### src/rtl/iav_pkg.sv
package iav_pkg;
  localparam int unsigned DATA_W = 8;
  localparam int unsigned LVL_W  = 3;

  typedef enum logic [1:0] {
    ACK_IDLE  = 2'd0,
    ACK_ARMED = 2'd1,
    ACK_DRIVE = 2'd2
  } ack_phase_e;
endpackage

### src/rtl/iav_strobe_edge.sv
module iav_strobe_edge #(
  parameter int unsigned N = 2
) (
  input  logic         clk,
  input  logic         rst_n,
  input  logic [N-1:0] strb_n,
  output logic [N-1:0] fall,
  output logic [N-1:0] rise
);
  logic [N-1:0] prev_q;

  for (genvar g = 0; g < N; g++) begin : g_bit
    always_ff @(posedge clk or negedge rst_n) begin
      if (!rst_n) prev_q[g] <= 1'b1;
      else        prev_q[g] <= strb_n[g];
    end
    assign fall[g] = prev_q[g] & ~strb_n[g];
    assign rise[g] = ~prev_q[g] & strb_n[g];
  end
endmodule

### src/rtl/iav_ack_fsm.sv
module iav_ack_fsm
  import iav_pkg::*;
#(
  parameter int unsigned LVL_W = iav_pkg::LVL_W
) (
  input  logic             clk,
  input  logic             rst_n,
  input  logic             ack_fall,
  input  logic             ack_rise,
  input  logic             poll_take,
  input  logic             pend_valid,
  input  logic [LVL_W-1:0] pend_level,
  output logic             commit,
  output logic [LVL_W-1:0] commit_level,
  output logic [LVL_W-1:0] vec_level,
  output logic             vec_start
);
  localparam logic [LVL_W-1:0] SPUR_LVL = {LVL_W{1'b1}};

  ack_phase_e       phase_q, phase_n;
  logic [LVL_W-1:0] lvl_q, lvl_n;
  logic             commit_q, commit_n;
  logic [LVL_W-1:0] clvl_q, clvl_n;

  always_comb begin
    phase_n  = phase_q;
    lvl_n    = lvl_q;
    commit_n = 1'b0;
    clvl_n   = clvl_q;
    case (phase_q)
      ACK_IDLE: if (ack_fall) begin
        phase_n  = ACK_ARMED;
        lvl_n    = pend_valid ? pend_level : SPUR_LVL;
        commit_n = pend_valid;
        clvl_n   = pend_level;
      end
      ACK_ARMED: if (ack_fall) phase_n = ACK_DRIVE;
      ACK_DRIVE: if (ack_rise) phase_n = ACK_IDLE;
      default:   phase_n = ACK_IDLE;
    endcase
    if (poll_take) begin
      commit_n = pend_valid;
      clvl_n   = pend_level;
    end
  end

  always_ff @(posedge clk or negedge rst_n) begin
    if (!rst_n) begin
      phase_q  <= ACK_IDLE;
      lvl_q    <= '0;
      commit_q <= 1'b0;
      clvl_q   <= '0;
    end else begin
      phase_q  <= phase_n;
      lvl_q    <= lvl_n;
      commit_q <= commit_n;
      clvl_q   <= clvl_n;
    end
  end

  assign commit       = commit_q;
  assign commit_level = clvl_q;
  assign vec_level    = lvl_q;
  assign vec_start    = ack_fall && (phase_q == ACK_ARMED);

  // a commit only ever follows a cycle in which a request was pending
  p_commit_pend_r2: assert property (@(posedge clk) disable iff (!rst_n)
    commit |-> $past(pend_valid));

  // first pulse with nothing pending yields the spurious level, no commit
  p_spurious_r4: assert property (@(posedge clk) disable iff (!rst_n)
    (ack_fall && phase_q == ACK_IDLE && !pend_valid && !poll_take)
      |=> (!commit && vec_level == SPUR_LVL));

  // end of the second pulse returns the count to idle
  p_drive_idle_r9: assert property (@(posedge clk) disable iff (!rst_n)
    (phase_q == ACK_DRIVE && ack_rise) |=> (phase_q == ACK_IDLE));
endmodule

### src/rtl/iav_read_mux.sv
module iav_read_mux #(
  parameter int unsigned DATA_W = iav_pkg::DATA_W,
  parameter int unsigned LVL_W  = iav_pkg::LVL_W
) (
  input  logic              addr_odd,
  input  logic              poll_arm,
  input  logic              rsel_irr,
  input  logic [DATA_W-1:0] isr,
  input  logic [DATA_W-1:0] irr,
  input  logic [DATA_W-1:0] imr,
  input  logic              pend_valid,
  input  logic [LVL_W-1:0]  pend_level,
  output logic [DATA_W-1:0] rd_byte
);
  always_comb begin
    rd_byte = '0;
    if (addr_odd) begin
      rd_byte = imr;
    end else if (poll_arm) begin
      if (pend_valid) begin
        rd_byte[DATA_W-1]  = 1'b1;
        rd_byte[LVL_W-1:0] = pend_level;
      end
    end else begin
      rd_byte = rsel_irr ? irr : isr;
    end
  end
endmodule

### src/rtl/iav_ack_seq.sv
module iav_ack_seq #(
  parameter int unsigned DATA_W = iav_pkg::DATA_W,
  parameter int unsigned LVL_W  = iav_pkg::LVL_W,
  localparam int unsigned BASE_W = DATA_W - LVL_W
) (
  input  logic              clk,
  input  logic              rst_n,
  input  logic              inta_n,
  input  logic              rd_n,
  input  logic              addr_odd,
  input  logic              pend_valid,
  input  logic [LVL_W-1:0]  pend_level,
  input  logic [BASE_W-1:0] vec_base,
  input  logic [DATA_W-1:0] isr,
  input  logic [DATA_W-1:0] irr,
  input  logic [DATA_W-1:0] imr,
  input  logic              rsel_we,
  input  logic              rsel_irr,
  input  logic              poll_cmd,
  output logic              svc_commit,
  output logic [LVL_W-1:0]  svc_level,
  output logic [DATA_W-1:0] bus_data,
  output logic              bus_oe
);
  logic [1:0] fall, rise;
  logic       ack_fall, ack_rise, rd_fall, rd_rise;
  logic       rd_go, poll_take, vec_start;
  logic [LVL_W-1:0]  vec_level;
  logic [DATA_W-1:0] rd_byte;

  logic              poll_q, poll_n;
  logic              rsel_q, rsel_n;
  logic              oe_q, oe_n;
  logic [DATA_W-1:0] data_q, data_n;

  iav_strobe_edge #(.N(2)) u_edge (
    .clk    (clk),
    .rst_n  (rst_n),
    .strb_n ({rd_n, inta_n}),
    .fall   (fall),
    .rise   (rise)
  );

  assign ack_fall  = fall[0];
  assign ack_rise  = rise[0];
  assign rd_fall   = fall[1];
  assign rd_rise   = rise[1];
  assign rd_go     = rd_fall & ~ack_fall;
  assign poll_take = rd_go & ~addr_odd & poll_q;

  iav_ack_fsm #(.LVL_W(LVL_W)) u_fsm (
    .clk          (clk),
    .rst_n        (rst_n),
    .ack_fall     (ack_fall),
    .ack_rise     (ack_rise),
    .poll_take    (poll_take),
    .pend_valid   (pend_valid),
    .pend_level   (pend_level),
    .commit       (svc_commit),
    .commit_level (svc_level),
    .vec_level    (vec_level),
    .vec_start    (vec_start)
  );

  iav_read_mux #(.DATA_W(DATA_W), .LVL_W(LVL_W)) u_mux (
    .addr_odd   (addr_odd),
    .poll_arm   (poll_q),
    .rsel_irr   (rsel_q),
    .isr        (isr),
    .irr        (irr),
    .imr        (imr),
    .pend_valid (pend_valid),
    .pend_level (pend_level),
    .rd_byte    (rd_byte)
  );

  always_comb begin
    poll_n = poll_q;
    if (poll_take) poll_n = 1'b0;
    if (poll_cmd)  poll_n = 1'b1;

    rsel_n = rsel_we ? rsel_irr : rsel_q;

    oe_n   = oe_q;
    data_n = data_q;
    if (vec_start) begin
      oe_n   = 1'b1;
      data_n = {vec_base, vec_level};
    end else if (rd_go) begin
      oe_n   = 1'b1;
      data_n = rd_byte;
    end else if (rd_rise || ack_rise) begin
      oe_n   = 1'b0;
    end
  end

  always_ff @(posedge clk or negedge rst_n) begin
    if (!rst_n) begin
      poll_q <= 1'b0;
      rsel_q <= 1'b0;
      oe_q   <= 1'b0;
      data_q <= '0;
    end else begin
      poll_q <= poll_n;
      rsel_q <= rsel_n;
      oe_q   <= oe_n;
      data_q <= data_n;
    end
  end

  assign bus_oe   = oe_q;
  assign bus_data = data_q;

  // enable drops once the read strobe has risen
  p_oe_release_r8: assert property (@(posedge clk) disable iff (!rst_n)
    (rd_rise && !ack_fall) |=> !bus_oe);

  // enable only rises after a strobe fall
  p_oe_cause_r8: assert property (@(posedge clk) disable iff (!rst_n)
    $rose(bus_oe) |-> ($past(ack_fall) || $past(rd_fall)));

  // vector byte carries the programmed base in its upper bits
  p_vec_base_r3: assert property (@(posedge clk) disable iff (!rst_n)
    vec_start |=> (bus_oe && bus_data[DATA_W-1:LVL_W] == $past(vec_base)));
endmodule

### config.mk
export PLATFORM = sky130hd
export DESIGN_NAME = iav_ack_seq
export DESIGN_NICKNAME = d
export VERILOG_FILES = /design/src/rtl/iav_pkg.sv /design/src/rtl/iav_strobe_edge.sv /design/src/rtl/iav_ack_fsm.sv /design/src/rtl/iav_read_mux.sv /design/src/rtl/iav_ack_seq.sv
export SDC_FILE = /design/constraint.sdc
export NUM_CORES = 1
export LEC_CHECK = 0
export CORE_ASPECT_RATIO = 0.7
export CORE_MARGIN = 2
export CORE_UTILIZATION = 43
export DETAILED_ROUTE_END_ITERATION = 10
export PLACE_DENSITY = 0.79
export SYNTH_ARGS = -nofsm -noshare
export SYNTH_HDL_FRONTEND = slang
export SYNTH_HIERARCHICAL = 1
export SYNTH_SLANG_ARGS = --single-unit
export TNS_END_PERCENT = 20
### constraint.sdc
create_clock -name clk -period 2.3 [get_ports clk]
set_input_delay 0.46 -clock clk [delete_from_list [all_inputs] [get_ports clk]]
set_output_delay 0.46 -clock clk [all_outputs]
set_load 0.05 [all_outputs]
### Yosys cells after proc, flatten, opt, wreduce, memory -nomap -nowiden

Cells that the tools add are included.

* eq/ne operators: 5
* muxes and demuxes: 25
* bitwise gates (word level): 13
* reduce and logical (&&, ||, !) cells: 11

Operators with widths (number)
* 8-bit 2-to-1 mux: 4
* 3-bit 2-to-1 mux: 6
* 1-bit 2-to-1 mux: 10
* 2-bit nonzero test: 4
* 1-bit bitwise AND: 7
* 2-bit 2-to-1 mux: 3
* 2-bit != test (second input constant): 3
* 1-bit NOT: 6
* 2-bit one-hot mux with 3 select lines: 1
* 4-bit 2-to-1 mux: 1
* 2-bit AND reduction: 2
* 3-bit AND reduction: 1
* 3-bit nonzero test: 1
* 2-bit by 1-bit == test with 1-bit output (second input constant): 1
* 2-bit == test (second input constant): 1
* 2-bit logical NOT: 1
* 1-bit logical AND: 1
* 1-bit logical OR: 1

* bits in registers: 22
* input bits: 41
* output and inout bits: 13
* logic and storage cells: 64

### Depth between registers and ports, before layout

* depth in word-level cells: 8
* gate-level depth with buffers: 6
* depth with buffers taken out: 5

### Modules after synthesis

Netlist, hierarchy kept.

By module, submodules not included
* iav_ack_seq: times used 1, cells each 53, area each 569.3 um^2, seq. area each 275.3 um^2
* iav_ack_fsm: times used 1, cells each 34, area each 426.7 um^2, seq. area each 225.2 um^2
* iav_read_mux: times used 1, cells each 33, area each 264.0 um^2, seq. area each 0.0 um^2
* iav_strobe_edge: times used 1, cells each 6, area each 87.6 um^2, seq. area each 52.6 um^2

### Worst setup path before layout

OpenSTA, ideal clock, no wires.

* kind: input -> register
* start: in inta_n
* end: reg u_fsm.clvl_q[0] (netlist: u_fsm/commit_level[0])
* setup time: 0.138 ns
* data arrival time: 1.567 ns
* data required time: 2.162 ns
* setup slack: 0.596 ns
* stages on the path: 5
* path buffers: 0
* path through: and2b_2 -> or3b_1 -> nor2_1 -> nand2b_1 -> o211ai_1

* longest elaborated chain between the ends: 8
* elaborated cells on any way between the ends: 10
* classes of those cells: mux: 1; bitwise: 6; reduce/logical: 3

RTL lines
* from (decl): RTL line iav_ack_seq.sv:8 `input logic inta_n,`
* 1-bit NOT *: RTL line iav_strobe_edge.sv:17 `assign fall[g] = prev_q[g] & ~strb_n[g];`
* 1-bit bitwise AND *: RTL line iav_strobe_edge.sv:17
* 1-bit NOT *: RTL line iav_ack_seq.sv:48 `assign rd_go = rd_fall & ~ack_fall;`
* 1-bit bitwise AND *: RTL line iav_ack_seq.sv:48
* 1-bit bitwise AND * (2 in series): RTL line iav_ack_seq.sv:49 `assign poll_take = rd_go & ~addr_odd & poll_q;`
* via poll_take: RTL line iav_ack_seq.sv:27 `logic rd_go, poll_take, vec_start;`
* 2-bit nonzero test (no line)
* 2-bit AND reduction (no line)
* to (signal assigned): RTL line iav_ack_fsm.sv:57 `clvl_q <= clvl_n;`
* to (decl): RTL line iav_ack_fsm.sv:23 `logic [LVL_W-1:0] clvl_q, clvl_n;`

Mark *: on every way through the listed nets, which the timed path passes. The rest lies on a longest branch.
A chain may end at the register's enable or synchronous reset.

### Worst setup path after layout

* start: in inta_n
* end: reg u_fsm.clvl_q[0] (netlist: u_fsm/commit_level[0])

* longest elaborated chain between the ends: 8
* elaborated cells on any way between the ends: 10
* classes of those cells: mux: 1; bitwise: 6; reduce/logical: 3

RTL lines
* 1-bit NOT *: RTL line iav_strobe_edge.sv:17
* 1-bit bitwise AND *: RTL line iav_strobe_edge.sv:17
* via fall[0]: RTL line iav_ack_seq.sv:25 `logic [1:0] fall, rise;`
* 1-bit NOT *: RTL line iav_ack_seq.sv:48
* 1-bit bitwise AND *: RTL line iav_ack_seq.sv:48
* 1-bit bitwise AND * (2 in series): RTL line iav_ack_seq.sv:49
* via poll_take: RTL line iav_ack_seq.sv:27
* 2-bit nonzero test (no line)
* 2-bit AND reduction (no line)

Marks and branches as above.

==> impl_metrics.py <==
metrics = {
    "detailed_routing": {
        "wire_per_inst_um": 15.0,
        "totalWireLength_um": 3340,
        "ant_nets": 0,
        "post-route-drc-count": 0,
        "via_per_inst": 5.32,
        "dr.first_iter.drc_count": 42,
        "vias": 1181,
        "drt_pass1_iterations": 6,
    },
    "synthesis": {
        "synth_seq_area_share_pct": 41.0,
        "yosysWarnings": 6,
        "syn_inst": 126,
        "syn-mean-instance-area_um2": 10.7,
        "syn-num-nets": 167,
        "ys_ff_latch": 22,
        "ys_types": 31,
        "synth_area_um2": 1350,
    },
    "setup_path": {
        "path_buf_inv": 1,
        "end_kind": "flip-flop",
        "cp_top_family": "simple AND/OR/NAND/NOR gates",
        "worstPathRequired_ns": 2.45,
        "startpoint_type": "input pin",
        "critPathMaxFanout": 7,
        "worstPathCellList": "clkdlybuf4s50_1, and2b_2, or3b_1, nor2_1, nand2b_1, o211ai_1",
        "slowest_delay_ns": 0.50,
        "cpMaxStageDelayCell": "clkdlybuf4s50_1",
        "worstSetupPathType": "in -> reg",
        "arrival_ns": 2.15,
    },
    "placement": {
        "finalWeightedCongestion": 0.858,
        "dp.cells": 218,
        "dpl.hpwl_um": 2640,
        "port-buffer-count": 53,
    },
    "clock_network": {
        "postCtsSetupRepairBufs": 0,
        "cts_hold_buf": 0,
        "clk_latency_ns": 0.26,
        "cts_root_buf": "clkbuf_8",
        "path_clk_slew_ns": 0.08,
        "clock-sinks": 22,
        "clockBufferDepth": 2,
        "cts_tree": "done",
        "cts-buffers-inserted": 3,
        "cts_resized": 0,
        "htreeDepth": 1,
    },
    "finish": {
        "n_fill_cell": 220,
        "seq_area_um2": 553,
        "layout_common_cells": "clkdlybuf4s50_1, dfrtp_1, nand2_1, inv_1, nand4bb_1",
        "final_common_cell": "clkdlybuf4s50_1",
        "areaGrowthSynthToFinish_pct": 49.2,
        "nets": 228,
        "insertedDiodeCount": 0,
        "stdcell_count": 222,
        "drive_gt1_share_pct": 17.7,
        "multi_input_area_um2": 717,
    },
    "floorplanning": {
        "num_io_pins": 54,
        "die_y_um": 50.8,
        "core-area_um2": 2880,
        "design.die.area_um2": 3600,
        "start_util_pct": 46.7,
        "rows": 16,
        "chipWidth_um": 70.9,
    },
    "sta": {
        "fin_setup_tns_ns": 0,
        "slew_viol_final": 0,
        "timing.slew.headroom_pct": 61.3,
        "fmax_mhz": 500,
        "timing.final.crit_period_ns": 2.00,
        "final_hold_viol_count": 0,
        "layout_worst_path_cycle_share_pct": 87.0,
        "finalClockSkew_ns": 0.00209,
        "rsz0062_at_grt": "no",
        "setup_violations": 0,
        "tightest_slew_ns": 0.578,
    },
    "flow_run": {
        "maxCapViolations": 0,
    },
    "global_route": {
        "grt_pass1_vias": 1161,
        "grt-ovfl-total": 0,
        "grt_usage_pct": 19.4,
        "grt_pass1_wl_um": 5440,
        "top_usage_layer": "met2",
        "use_met2_pct": 31.3,
        "antenna_found_initial": 0,
        "grt_max_degree": 24,
        "met1_usage_pct": 26.6,
        "grt_use_met3_pct": 5.52,
    },
    "pwr": {
        "power_density_nw_per_um2": 933,
        "ir_worst_vdd_v": 0.000632,
        "p_leak_nw": 0.817,
    },
    "worst_hold_path": {
        "min_path_type": "reg -> reg",
    },
    "outcome": {
        "outcome": "finished, final reports clean",
    },
}
[registers in the layout, summed over array words and instances (netlist names)]
name / flops
rsel_q: 1
poll_q: 1
u_fsm/commit_level: 3
u_fsm/vec_level: 3
bus_data: 8
u_edge/prev_q: 2
bus_oe: 1
u_fsm/phase_q: 2
u_fsm/commit: 1
[area by class of cell]
class	instances	area share (%)
Clock inverter	1	1.49
Clock buffer	3	2.05
Tap cell	36	2.24
Inverter	9	1.68
Sequential cell	22	27.5
Multi-Input combinational cell	90	35.7
Timing Repair Buffer	61	29.4
[stage by stage]
stage	hold WS [ns]	worst slack [ns]	area [um2]	util, %	total power, mW
floorplan	0.164	0.596	1350	-	1.18
global placement	0.471	0.0991	1940	67.3	1.50
detailed placement	0.480	0.0123	1940	67.3	1.52
CTS	0.498	0.298	2010	69.7	1.89
global route	0.534	0.216	2010	69.7	1.96
finish	0.495	0.300	2010	69.7	1.88
[metal layers]
metal | vias up | routed length, um
met5 | - | 0
met1 | 551 | 1530
li1 | 583 | -
met2 | 45 | 1560
met3 | 2 | 242
met4 | 0 | 4
[synth_stat cells]
master     number  share of area [%]
a211o_1         1               0.65
a211oi_1        1               0.56
a21o_1          1               0.56
and2b_2         4                2.6
and2b_4         1               0.74
and3b_2         1               0.74
buf_2           2               0.74
buf_6           3                2.5
dfrtp_1        20                 37
dfstp_2         2                3.9
inv_1           9                2.5
mux2_2          4                3.3
mux2i_1         8                5.9
nand2_1        18                5.0
nand2b_1        6                2.8
nand4b_1        3                2.0
nand4bb_1       9                7.5
nor2_1          4                1.1
nor2b_1         1               0.46
nor3b_1         2                1.1
nor3b_4         1                1.4
o211ai_1        3                1.7
o211ai_2        3                2.8
o21a_1          1               0.56
o21ai_2         4                2.6
o311ai_0        8                5.2
or2_1           1               0.46
or2_2           1               0.46
or3b_1          1               0.65
or4bb_1         2                1.7
xnor2_1         1               0.65
[logic make-up after synthesis]
family / Yosys count / share of synthesized area (%)
DFF: 22 / 41.0
xor gates and xnor gates: 1 / 0.650
buffers and inverters: 14 / 5.76
and+or+nand+nor: 55 / 28.7
AOI/OAI and AO/OA: 22 / 14.6
muxes: 12 / 9.29
[final timing paths]
path | start | to | slack [ns] | cells after the start
setup / recovery | inta_n | u_fsm/commit_level[0] | 0.30 | 6
hold / removal | bus_oe | bus_oe | 0.49 | 1
setup reg to reg | u_edge/prev_q[1] | u_fsm/commit_level[0] | 0.59 | 5
hold reg to reg | bus_oe | bus_oe | 0.49 | 1
max in group asynchronous | rst_n | bus_data[4] | 1.18 | 2
min in group asynchronous | rst_n | bus_oe | 0.56 | 1
[power by group]
group / switching [mW] / total, mW / leakage, nW / internal, mW
clock: 0.129 / 0.361 / 0.0357 / 0.233
combinational: 0.516 / 0.888 / 0.519 / 0.373
sequential: 0.105 / 0.627 / 0.262 / 0.521
Note: power is estimated with default switching activity, not from simulation.
